===== src/rtl/fifo_fwft_ctrl.sv =====
module fifo_fwft_ctrl #(
  parameter int DATA_W      = 8,
  parameter int ADDR_W      = 4,
  parameter int DUAL_CLOCK  = 0,
  parameter int SYNC_STAGES = 2
) (
  input  logic              wr_clk,
  input  logic              rd_clk,
  input  logic              rst_n,
  input  logic              fwft_mode,
  input  logic [ADDR_W:0]   afull_level,
  input  logic [ADDR_W:0]   aempty_level,
  input  logic              wr_en,
  input  logic [DATA_W-1:0] wr_data,
  input  logic              rd_en,
  output logic [DATA_W-1:0] rd_data,
  output logic              full,
  output logic              almost_full,
  output logic              empty,
  output logic              almost_empty
);
  localparam int DEPTH = 1 << ADDR_W;
  localparam int PW    = ADDR_W + 1;

  function automatic logic [PW-1:0] to_gray(input logic [PW-1:0] b);
    return b ^ (b >> 1);
  endfunction

  function automatic logic [PW-1:0] from_gray(input logic [PW-1:0] g);
    logic [PW-1:0] b;
    b[PW-1] = g[PW-1];
    for (int i = PW - 2; i >= 0; i--) b[i] = b[i+1] ^ g[i];
    return b;
  endfunction

  logic              rclk;
  logic [DATA_W-1:0] mem [DEPTH];
  logic [PW-1:0]     wptr, rptr, rptr_at_w, wptr_at_r;
  logic [PW-1:0]     wcount, mcount;
  logic [PW:0]       rcount;
  logic              ovalid, mem_empty, wr_ok, std_rd, fwft_load, pop;

  assign rclk = (DUAL_CLOCK != 0) ? rd_clk : wr_clk;

  // write side
  assign wcount      = wptr - rptr_at_w;
  assign full        = (wcount == PW'(DEPTH));
  assign almost_full = (wcount >= afull_level);
  assign wr_ok       = wr_en && !full;

  always_ff @(posedge wr_clk or negedge rst_n)
    if (!rst_n) wptr <= '0;
    else if (wr_ok) wptr <= wptr + 1'b1;

  always_ff @(posedge wr_clk)
    if (wr_ok) mem[wptr[ADDR_W-1:0]] <= wr_data;

  // read side
  assign mcount    = wptr_at_r - rptr;
  assign mem_empty = (mcount == '0);
  assign std_rd    = !fwft_mode && rd_en && !mem_empty;
  assign fwft_load = fwft_mode && !mem_empty && (!ovalid || rd_en);
  assign pop       = std_rd || fwft_load;

  always_ff @(posedge rclk or negedge rst_n)
    if (!rst_n) begin
      rptr    <= '0;
      rd_data <= '0;
    end else if (pop) begin
      rptr    <= rptr + 1'b1;
      rd_data <= mem[rptr[ADDR_W-1:0]];
    end

  always_ff @(posedge rclk or negedge rst_n)
    if (!rst_n)          ovalid <= 1'b0;
    else if (!fwft_mode) ovalid <= 1'b0;
    else if (fwft_load)  ovalid <= 1'b1;
    else if (rd_en)      ovalid <= 1'b0;

  assign empty        = fwft_mode ? !ovalid : mem_empty;
  assign rcount       = {1'b0, mcount} + (PW+1)'(fwft_mode && ovalid);
  assign almost_empty = (rcount <= {1'b0, aempty_level});

  generate
    if (DUAL_CLOCK != 0) begin : g_async
      logic [PW-1:0] wptr_g, rptr_g;
      logic [PW-1:0] r2w [SYNC_STAGES];
      logic [PW-1:0] w2r [SYNC_STAGES];

      always_ff @(posedge wr_clk or negedge rst_n)
        if (!rst_n)     wptr_g <= '0;
        else if (wr_ok) wptr_g <= to_gray(wptr + 1'b1);

      always_ff @(posedge rclk or negedge rst_n)
        if (!rst_n)   rptr_g <= '0;
        else if (pop) rptr_g <= to_gray(rptr + 1'b1);

      always_ff @(posedge wr_clk or negedge rst_n)
        if (!rst_n) begin
          for (int i = 0; i < SYNC_STAGES; i++) r2w[i] <= '0;
        end else begin
          r2w[0] <= rptr_g;
          for (int i = 1; i < SYNC_STAGES; i++) r2w[i] <= r2w[i-1];
        end

      always_ff @(posedge rclk or negedge rst_n)
        if (!rst_n) begin
          for (int i = 0; i < SYNC_STAGES; i++) w2r[i] <= '0;
        end else begin
          w2r[0] <= wptr_g;
          for (int i = 1; i < SYNC_STAGES; i++) w2r[i] <= w2r[i-1];
        end

      assign rptr_at_w = from_gray(r2w[SYNC_STAGES-1]);
      assign wptr_at_r = from_gray(w2r[SYNC_STAGES-1]);

      AST_WGRAY_ONE_BIT: assert property (@(posedge wr_clk) disable iff (!rst_n)
        $countones(wptr_g ^ $past(wptr_g)) <= 1);
      AST_RGRAY_ONE_BIT: assert property (@(posedge rclk) disable iff (!rst_n)
        $countones(rptr_g ^ $past(rptr_g)) <= 1);
    end else begin : g_sync
      assign rptr_at_w = rptr;
      assign wptr_at_r = wptr;

      AST_NOT_FULL_AND_EMPTY: assert property (@(posedge wr_clk) disable iff (!rst_n)
        !(full && empty));
    end
  endgenerate

  AST_NO_OVERFLOW: assert property (@(posedge wr_clk) disable iff (!rst_n)
    (wr_en && full) |=> $stable(wptr));
  AST_NO_UNDERFLOW: assert property (@(posedge rclk) disable iff (!rst_n)
    (!fwft_mode && rd_en && empty) |=> $stable(rptr));
  AST_HOLD_DATA: assert property (@(posedge rclk) disable iff (!rst_n)
    (!rd_en && !empty) |=> $stable(rd_data));
  AST_FULL_IMPLIES_AF: assert property (@(posedge wr_clk) disable iff (!rst_n)
    (full && afull_level <= PW'(DEPTH)) |-> almost_full);
endmodule


===== config.mk =====
export PLATFORM = sky130hd
export DESIGN_NAME = fifo_fwft_ctrl
export DESIGN_NICKNAME = d
export VERILOG_FILES = /design/src/rtl/fifo_fwft_ctrl.sv
export SDC_FILE = /design/constraint.sdc
export NUM_CORES = 1
export LEC_CHECK = 0
export BUFFER_PORTS_ARGS = -buffer_cell sky130_fd_sc_hd__buf_2
export CORE_UTILIZATION = 30
export DETAILED_ROUTE_END_ITERATION = 10
export PLACE_DENSITY = 0.44
export SYNTH_ARGS = -nofsm -noshare
export SYNTH_HDL_FRONTEND = slang
export SYNTH_SLANG_ARGS = --single-unit

===== constraint.sdc =====
create_clock -name wr_clk -period 6.1 [get_ports wr_clk]
set_input_delay 0.305 -clock wr_clk [delete_from_list [all_inputs] [get_ports wr_clk]]
set_output_delay 0.305 -clock wr_clk [all_outputs]
set_load 0.01 [all_outputs]

After elaboration in Yosys (flattened, before gate mapping)
Memory sizes are Yosys's and may differ from the RTL's. A register that Yosys moved wholly into a read port is not among the register bits.
Cells that the tools add are included.
{ "word_totals": {"ramBits": 128, "regBits": 11, "word_cells": 32, "input_bits": 24, "output_inout_bits": 12, "memories": 1} }
{ "memory_table": {"columns": ["name", "depth", "word_bits", "rd", "rd_ports_with_merged_regs", "wr", "line", "rtl"], "rows": [
  ["mem", 16, 8, 1, 1, 1, "37", "logic [DATA_W-1:0] mem [DEPTH];"]
]} }
{ "op_classes": {"reduce_logical": 14, "eq_ne": 2, "magnitude_cmp": 2, "addsub": 4, "muxes": 6} }
{ "op_table": {"columns": ["operator", "count"], "rows": [
  ["5-bit by 1-bit adder with 5-bit output (second input constant)", 2],
  ["5-bit by 1-bit adder with 6-bit output", 1],
  ["6-bit by 5-bit less-or-equal comparator with 1-bit output", 1],
  ["1-bit logical AND", 6],
  ["1-bit two-way mux", 6],
  ["5-bit == test (second input constant)", 1],
  ["5-bit >= comparator", 1],
  ["1-bit logical NOT", 5],
  ["5-bit logical NOT", 1],
  ["5-bit subtractor", 1],
  ["3-bit by 1-bit != test with 1-bit output (second input constant)", 1],
  ["1-bit logical OR", 2]
]} }

Logic depth before layout (Yosys ltp)
Gate-level depths: netlist of run 1.
{ "logic_depth": {"ltp_word": 7, "ltp_mapped": 12} }

Worst setup path before layout of run 1
Ideal clock, no wire load.
{ "synth_timing": {"path_kind": "reg2reg", "startpoint": "register rptr[1]", "endpoint": "memory mem[3][0], enable pin", "arrival_time_ps": 2775, "n_path_buf": 1, "setup_ps": 395, "path_slack_ps": 2931, "path_stages_with_launch": 8, "required_time_ps": 5705, "path_cell_list": "dfrtp_1 clkbuf_1 inv_1 fa_1 xor2_2 nand4b_1 a211oi_4 nor4_1"} }
{ "synth_via": {"elab_chain_len": 6} }
{ "synth_rtl": {"columns": ["item", "line", "rtl"], "rows": [
  ["from (decl)", "38", "logic [PW-1:0] wptr, rptr, rptr_at_w, wptr_at_r;"],
  ["from (signal assigned)", "70", "rptr <= rptr + 1'b1;"],
  ["5-bit subtractor", "46", "assign wcount = wptr - rptr_at_w;"],
  ["5-bit == test", "47", "assign full = (wcount == PW'(DEPTH));"],
  ["via full", "17", "output logic full,"],
  ["1-bit logical NOT", "49", "assign wr_ok = wr_en && !full;"],
  ["1-bit logical AND", "49", null],
  ["1-bit two-way mux", "56", "if (wr_ok) mem[wptr[ADDR_W-1:0]] <= wr_data;"],
  ["1-bit two-way mux (implied by the code)", "56", null],
  ["to (decl)", "37", null]
]} }
The timed path passes the listed nets, and every way through them passes these cells.

Final worst setup path of run 1
{ "layout_timing": {"startpoint": "register rptr[2]", "endpoint": "output port almost_empty"} }
{ "layout_via": {"elab_chain_len": 3} }
{ "layout_rtl": {"columns": ["item", "line", "rtl"], "rows": [
  ["5-bit subtractor", "59", "assign mcount = wptr_at_r - rptr;"],
  ["5-bit by 1-bit adder with 6-bit output", "81", "assign rcount = {1'b0, mcount} + (PW+1)'(fwft_mode && ovalid);"],
  ["6-bit by 5-bit less-or-equal comparator with 1-bit output", "82", "assign almost_empty = (rcount <= {1'b0, aempty_level});"],
  ["to (decl)", "20", "output logic almost_empty"]
]} }
No other way between the ends.

==> results.toml, run 1 <==
[worst_setup_path]
r2r_slack_ns = 2.47
startpoint_type = "flip-flop"
worstPathRequired_ns = 5.79
endpoint_kind = "output port"
worst_ep_arrival_time_ns = 3.77
path_max_fanout = 20
path_class = "flip-flop to output port"

[timing]
fmaxAchievable_mhz = 245
period_minus_slack_ns = 4.07
finalSetupViolCount = 0
slew_headroom_pct = 32.2
hold_viol = 0
clock_skew_ns = 0.00658
finalCritPeriodShare_pct = 66.8
slew_violations = 0
grt_setup_unrepaired = "no"
worst_pin_slew_ns = 1.01
final.setup.tns_ns = 0

[yosys]
synth-edff-count = 128
syn_avg_cell_area_um2 = 18.1
seq_area_frac_synth_pct = 68.9
synth_seq_cells = 147
syn_nets = 393
syn_inst = 347
ys.warnings.count = 0
ys.flop_type = "edfxtp_1"
synth_area_leader_cell = "edfxtp_1"
synth_cell_types = 40
synth.most_common_cell = "edfxtp_1"
synth_commonest_cells = "edfxtp_1, mux4_2, ha_1"
syn_area_um2 = 6270
synthArstFlopShare_pct = 12.9
synth_top_area_share_pct = 61.3
synthTopCellsByArea = "edfxtp_1, mux4_2, dfrtp_1"

[finish]
fin_area_um2 = 7330
nFillCells = 1909
drive_above_1_share_pct = 29.2
multi_input_area_um2 = 1840
regArea_um2 = 4320
num-nets-final = 440
fin_cells = 677
fin_util_pct = 36.0
antenna_cells = 0
area_delta_synth_final_pct = 16.9

[floorplanning]
die_area_um2 = 21500
fp.dieW_um = 147
fp.dieH_um = 147
ioPinCount = 36
start_util_pct = 30.8
num_rows = 52
coreArea_um2 = 20400

[run]
maxCapViolations = 0

[global_routing]
grt_max_degree = 36
use_met2_pct = 22.0
track_usage_pct = 13.6
grt_first_pass_wirelength_um = 20800
antenna_found_initial = 0
grt_use_met1_pct = 17.6
grt_pass1_vias = 3422
grt.met3_usage_pct = 3.75
grt_overflow_total = 0
grt_busiest_layer = "met2"

[drt]
avgViaCountPerCell = 4.68
via_count = 3168
routedWlPerCell_um = 19.7
drt_iter0_drc = 237
postRouteAntennaNets = 0
drc = 0
drtPass1Iterations = 4
drt_wl_total_um = 13300

[power]
leakage_nw = 2.62
sequentialPowerShare_pct = 35.4
pwr-share-clk_pct = 25.9
combPwrFrac_pct = 38.7
p_sw_share_pct = 34.4
p_sw_w = 0.00132
powerDensity_nw_per_um2 = 523
irDropWorstVdd_mv = 0.224
p_int_w = 0.00252

[clocking]
clk_pin_slew_ns = 0.06
clkLatencyLatePin_ns = 0.42
cts_root_buf = "clkbuf_16"
cts_tree = "built"
cts.sinks = 147
post-cts-setup-buffer-count = 0
cts_made_buffers = 17
cts_hold_buf = 1
clock_path_buffers = 2
htreeDepth = 4
cts_resized = 0

[placed_design]
dpl_cell_area_um2 = 6750
place.gp.congestion = 0.735
port_buffers = 34
placed_cells = 644
hpwl_um = 8550

[worst_hold_path]
hold_class = "input port to flip-flop"

[outcome]
status = "completed"
-- power groups by stage --
stage / Sequential [W] / Clock [W] / Combinational [W]
after floorplan: 0.00134 / 0 / 0.00113
after global placement: 0.00138 / 0 / 0.00151
after detailed placement: 0.00138 / 0 / 0.00152
after CTS: 0.00136 / 0.00102 / 0.00153
after global routing: 0.00138 / 0.00106 / 0.00167
final: 0.00136 / 0.000994 / 0.00148
-- area by class of cell --
type                       instances  share of cell area, %
tap                              270                   4.61
timing repair buffer              38                   2.76
clock inverter                    14                   1.77
inverter                          17                  0.870
multi-input combinational        173                   25.1
clock buffer                      18                   5.99
sequential                       147                   58.9
-- cells in the final DEF (no fill, tap or decap), types with 4 or more instances in the layout --
cell and count:
nor2_1 13, clkinvlp_4 5, nand2b_1 6, and3_1 15
a21o_1 4, ha_1 21, a21oi_1 4, xor2_1 9
mux2_2 9, buf_2 34, edfxtp_1 128, o22ai_1 17
nand2_1 8, xnor2_1 4, clkbuf_16 17, mux4_2 32
dfrtp_1 18, inv_1 17, and2_1 4
-- layer usage --
metal | vias to the layer above | part of all wire (%)
met1 | 1640 | 46
met3 | 11 | 3.1
met4 | 0 | 1.3
li1 | 1465 | -
met5 | - | 0
met2 | 52 | 49
-- metrics by stage --
stage          setup WS, ns  hold slack [ns]  power, W
5_1_grt                1.68            0.131   0.00412
6_report               2.03            0.142   0.00384
2_1_floorplan          2.93          0.00941   0.00247
3_3_place_gp           2.44            0.330   0.00289
4_1_cts                1.96            0.124   0.00391
3_5_place_dp           2.33            0.326   0.00290
-- path summary, 6_finish.rpt --
kind                                 from  depth (start not counted)           end
worst min register to register    wptr[4]                          1       wptr[4]
worst max register to register    rptr[2]                          7    mem[12][5]
max in group asynchronous           rst_n                          2       rptr[0]
worst min-delay path            fwft_mode                          3        ovalid
worst max-delay path              rptr[2]                         12  almost_empty
min in group asynchronous           rst_n                          2       wptr[2]
-- state kept, by name (all words and copies together), names as in the netlist --
name	count
rd_data	8
mem	128
wptr	5
ovalid	1
rptr	5
-- logic make-up (layout without fill, tap and decap cells) --
family / count (synthesis) / after routing / synth area share (%)
mux: 42 / 42 / 13.3
compound gates: 32 / 32 / 3.67
xor+xnor: 14 / 14 / 2.07
simple gates: 63 / 63 / 5.61
flops: 147 / 147 / 68.9
buf+inv: 27 / 87 / 1.93
fa+ha+maj: 22 / 22 / 4.51
-- worst max-delay path, stage by stage, from the launching register on --
cell	delay, ns
dfrtp_1	1.00
inv_1	0.17
ha_1	0.40
a21oi_1	0.28
nand2_1	0.10
xor2_1	0.33
and3_1	0.22
xor2_1	0.16
ha_1	0.26
nand2_1	0.07
o22ai_1	0.07
o21a_1	0.17
buf_2	0.13
Note: power is estimated with default switching activity, not from simulation.
==> run 2, diff against run 1 <==
- PLACE_DENSITY: 0.44 -> 0.46
- clock period: 6.1 -> 3.6 ns (I/O delays scaled with it)
==> run 2 against run 1 <==
Effect of this change:
- first-iteration DRC count fell by 16%
- clock power rose by 70%
- critical path depth did not move
- utilization rose by 0.14 points
- worst hold slack got worse by 0.11 ns
- count of clock-buffer cells in the layout fell by 1
- global-route usage fell by 0.56 points
- sequential share of layout area fell by 0.23 points
- cell count rose by 0.44%
- non-clock buffer count rose by 3
- combinational power rose by 77%
- critical path type unchanged
- largest cell class unchanged
==> results.toml, run 2 (synthesized netlist as in run 1, its figures left out) <==
[timing]
hold_viol = 0
final.setup.tns_ns = 0
period_minus_slack_ns = 3.37
finalCritPeriodShare_pct = 93.5
fmaxAchievable_mhz = 297
grt_setup_unrepaired = "no"
slew_headroom_pct = 30.7
worst_pin_slew_ns = 1.04
clock_skew_ns = 0.0127
finalSetupViolCount = 0
slew_violations = 0

[worst_setup_path]
worstPathCellList = "inv_1 > ha_1 > inv_1 > fa_1 > ha_1 > ha_1 > nor2b_1 > o21ai_0 > nand2b_1 > a211oi_1 > o21a_1 > buf_2"
worst-path-buf-inv = 3
worst_ep_arrival_time_ns = 3.19
critical-path-top-delay-family = "adder cells"
cp_common_cell = "ha_1"
path_max_fanout = 5
startpoint_type = "flip-flop"
endpoint_kind = "output port"
slowest_stage = "fa_1"
worstPathRequired_ns = 3.42
cpPeakStageDelay_ns = 0.51
path_class = "flip-flop to output port"

[power]
power_w = 0.00656
irDropWorstVdd_mv = 0.543
leakage_nw = 2.64
powerDensity_nw_per_um2 = 891

[finish]
layout_commonest_cell = "edfxtp_1"
fin_area_um2 = 7360
largest_reg_flops = 128
drive_above_1_share_pct = 29.8
area_delta_synth_final_pct = 17.4
num-nets-final = 443
fin_cells = 680
final_cell_mix = "edfxtp_1, buf_2, mux4_2"
antenna_cells = 0
nFillCells = 1911

[drt]
drtPass1Iterations = 4
via_count = 3230
avgViaCountPerCell = 4.75
postRouteAntennaNets = 0
drt_wl_total_um = 13300
routedWlPerCell_um = 19.5
drt_iter0_drc = 198
drc = 0

[clocking]
clkLatencyLatePin_ns = 0.41
clk_pin_slew_ns = 0.06
cts.sinks = 147
cts_root_buf = "clkbuf_16"
clock_path_buffers = 2
post-cts-setup-buffer-count = 0
htreeDepth = 4
cts_tree = "built"
cts_made_buffers = 17

[global_routing]
antenna_found_initial = 0
grt_first_pass_wirelength_um = 20100
track_usage_pct = 13.0
grt_max_degree = 36
grt_overflow_total = 0
grt_pass1_vias = 3413

[floorplanning]
start_util_pct = 30.8
ioPinCount = 36
fp.dieH_um = 147
die_area_um2 = 21500
coreArea_um2 = 20400
num_rows = 52
fp.dieW_um = 147

[placed_design]
dpl_cell_area_um2 = 6780
placed_cells = 647
port_buffers = 34
place.gp.congestion = 0.706
hpwl_um = 8490

[run]
maxCapViolations = 0

[outcome]
status = "completed"

[worst_hold_path]
hold_class = "input port to flip-flop"
==> run 2: cell count changes in the layout (fill, tap and decap cells not counted), sizes merged <==
cell,before,now
clkbuf,18,17
clkinv,4,2
buf,37,40
clkinvlp,5,4
inv,21,25
==> run 2: report_power, final <==
part           total [W]  leakage [nW]  switching [W]  internal [W]
Clock            0.00169         0.267       0.000721      0.000967
Sequential       0.00225          1.37       0.000122       0.00213
Combinational    0.00262          1.00        0.00144       0.00118
==> run 2: worst reg2reg max path, cell delays in order, from the launching register on <==
cell and delay, ns:
dfrtp_1 0.41, inv_1 0.15, ha_1 0.19, inv_1 0.05, fa_1 0.42, xor2_2 0.31, nand4b_1 0.24, a211oi_4 0.13
nor2b_2 0.42, and3_1 0.60
==> run 2: routing by layer <==
layer / up-vias / track usage [%] / routed length (um)
met5: - / 0 / 0
met3: 4 / 3.53 / 634
met2: 72 / 21.3 / 6630
li1: 1475 / - / -
met4: 0 / 3.54 / 70
met1: 1679 / 17.0 / 5930
==> run 2: final timing paths <==
| check | start | end | slack, ns | depth (start not counted) |
|---|---|---|---|---|
| setup / recovery | wptr[0] | almost_empty | 0.23 | 12 |
| hold / removal | fwft_mode | ovalid | 0.03 | 3 |
| setup reg to reg | wptr[0] | mem[0][2] | 0.32 | 9 |
| hold reg to reg | rptr[4] | rptr[4] | 0.50 | 1 |
| max in group asynchronous | rst_n | rptr[0] | 2.93 | 2 |
| min in group asynchronous | rst_n | rd_data[7] | 0.28 | 2 |
==> run 2: repair_timing <==
action                                 CTS  global route
setup endpoints to repair                0             1
endpoints found under the hold margin   19             0
resized for setup                        0             1
hold buffers                             1             0
==> run 2: area by class of cell <==
cell class	count	area [um2]	share of cell area, %
Clock buffer	17	425	5.78
Clock inverter	15	143	1.94
Inverter	17	63.8	0.867
Multi-Input combinational cell	173	1850	25.1
Sequential cell	147	4320	58.7
Tap cell	270	338	4.59
Timing Repair Buffer	41	225	3.06
==> run 2: stage by stage <==
stage	setup slack [ns]	utilization (%)	hold WS, ns
global route	0.00212	36.1	0.0225
global placement	0.383	33.3	0.187
detailed placement	0.268	33.3	0.197
finish	0.235	36.1	0.0307
CTS	0.179	36.1	0.00803
floorplan	0.431	-	-0.116
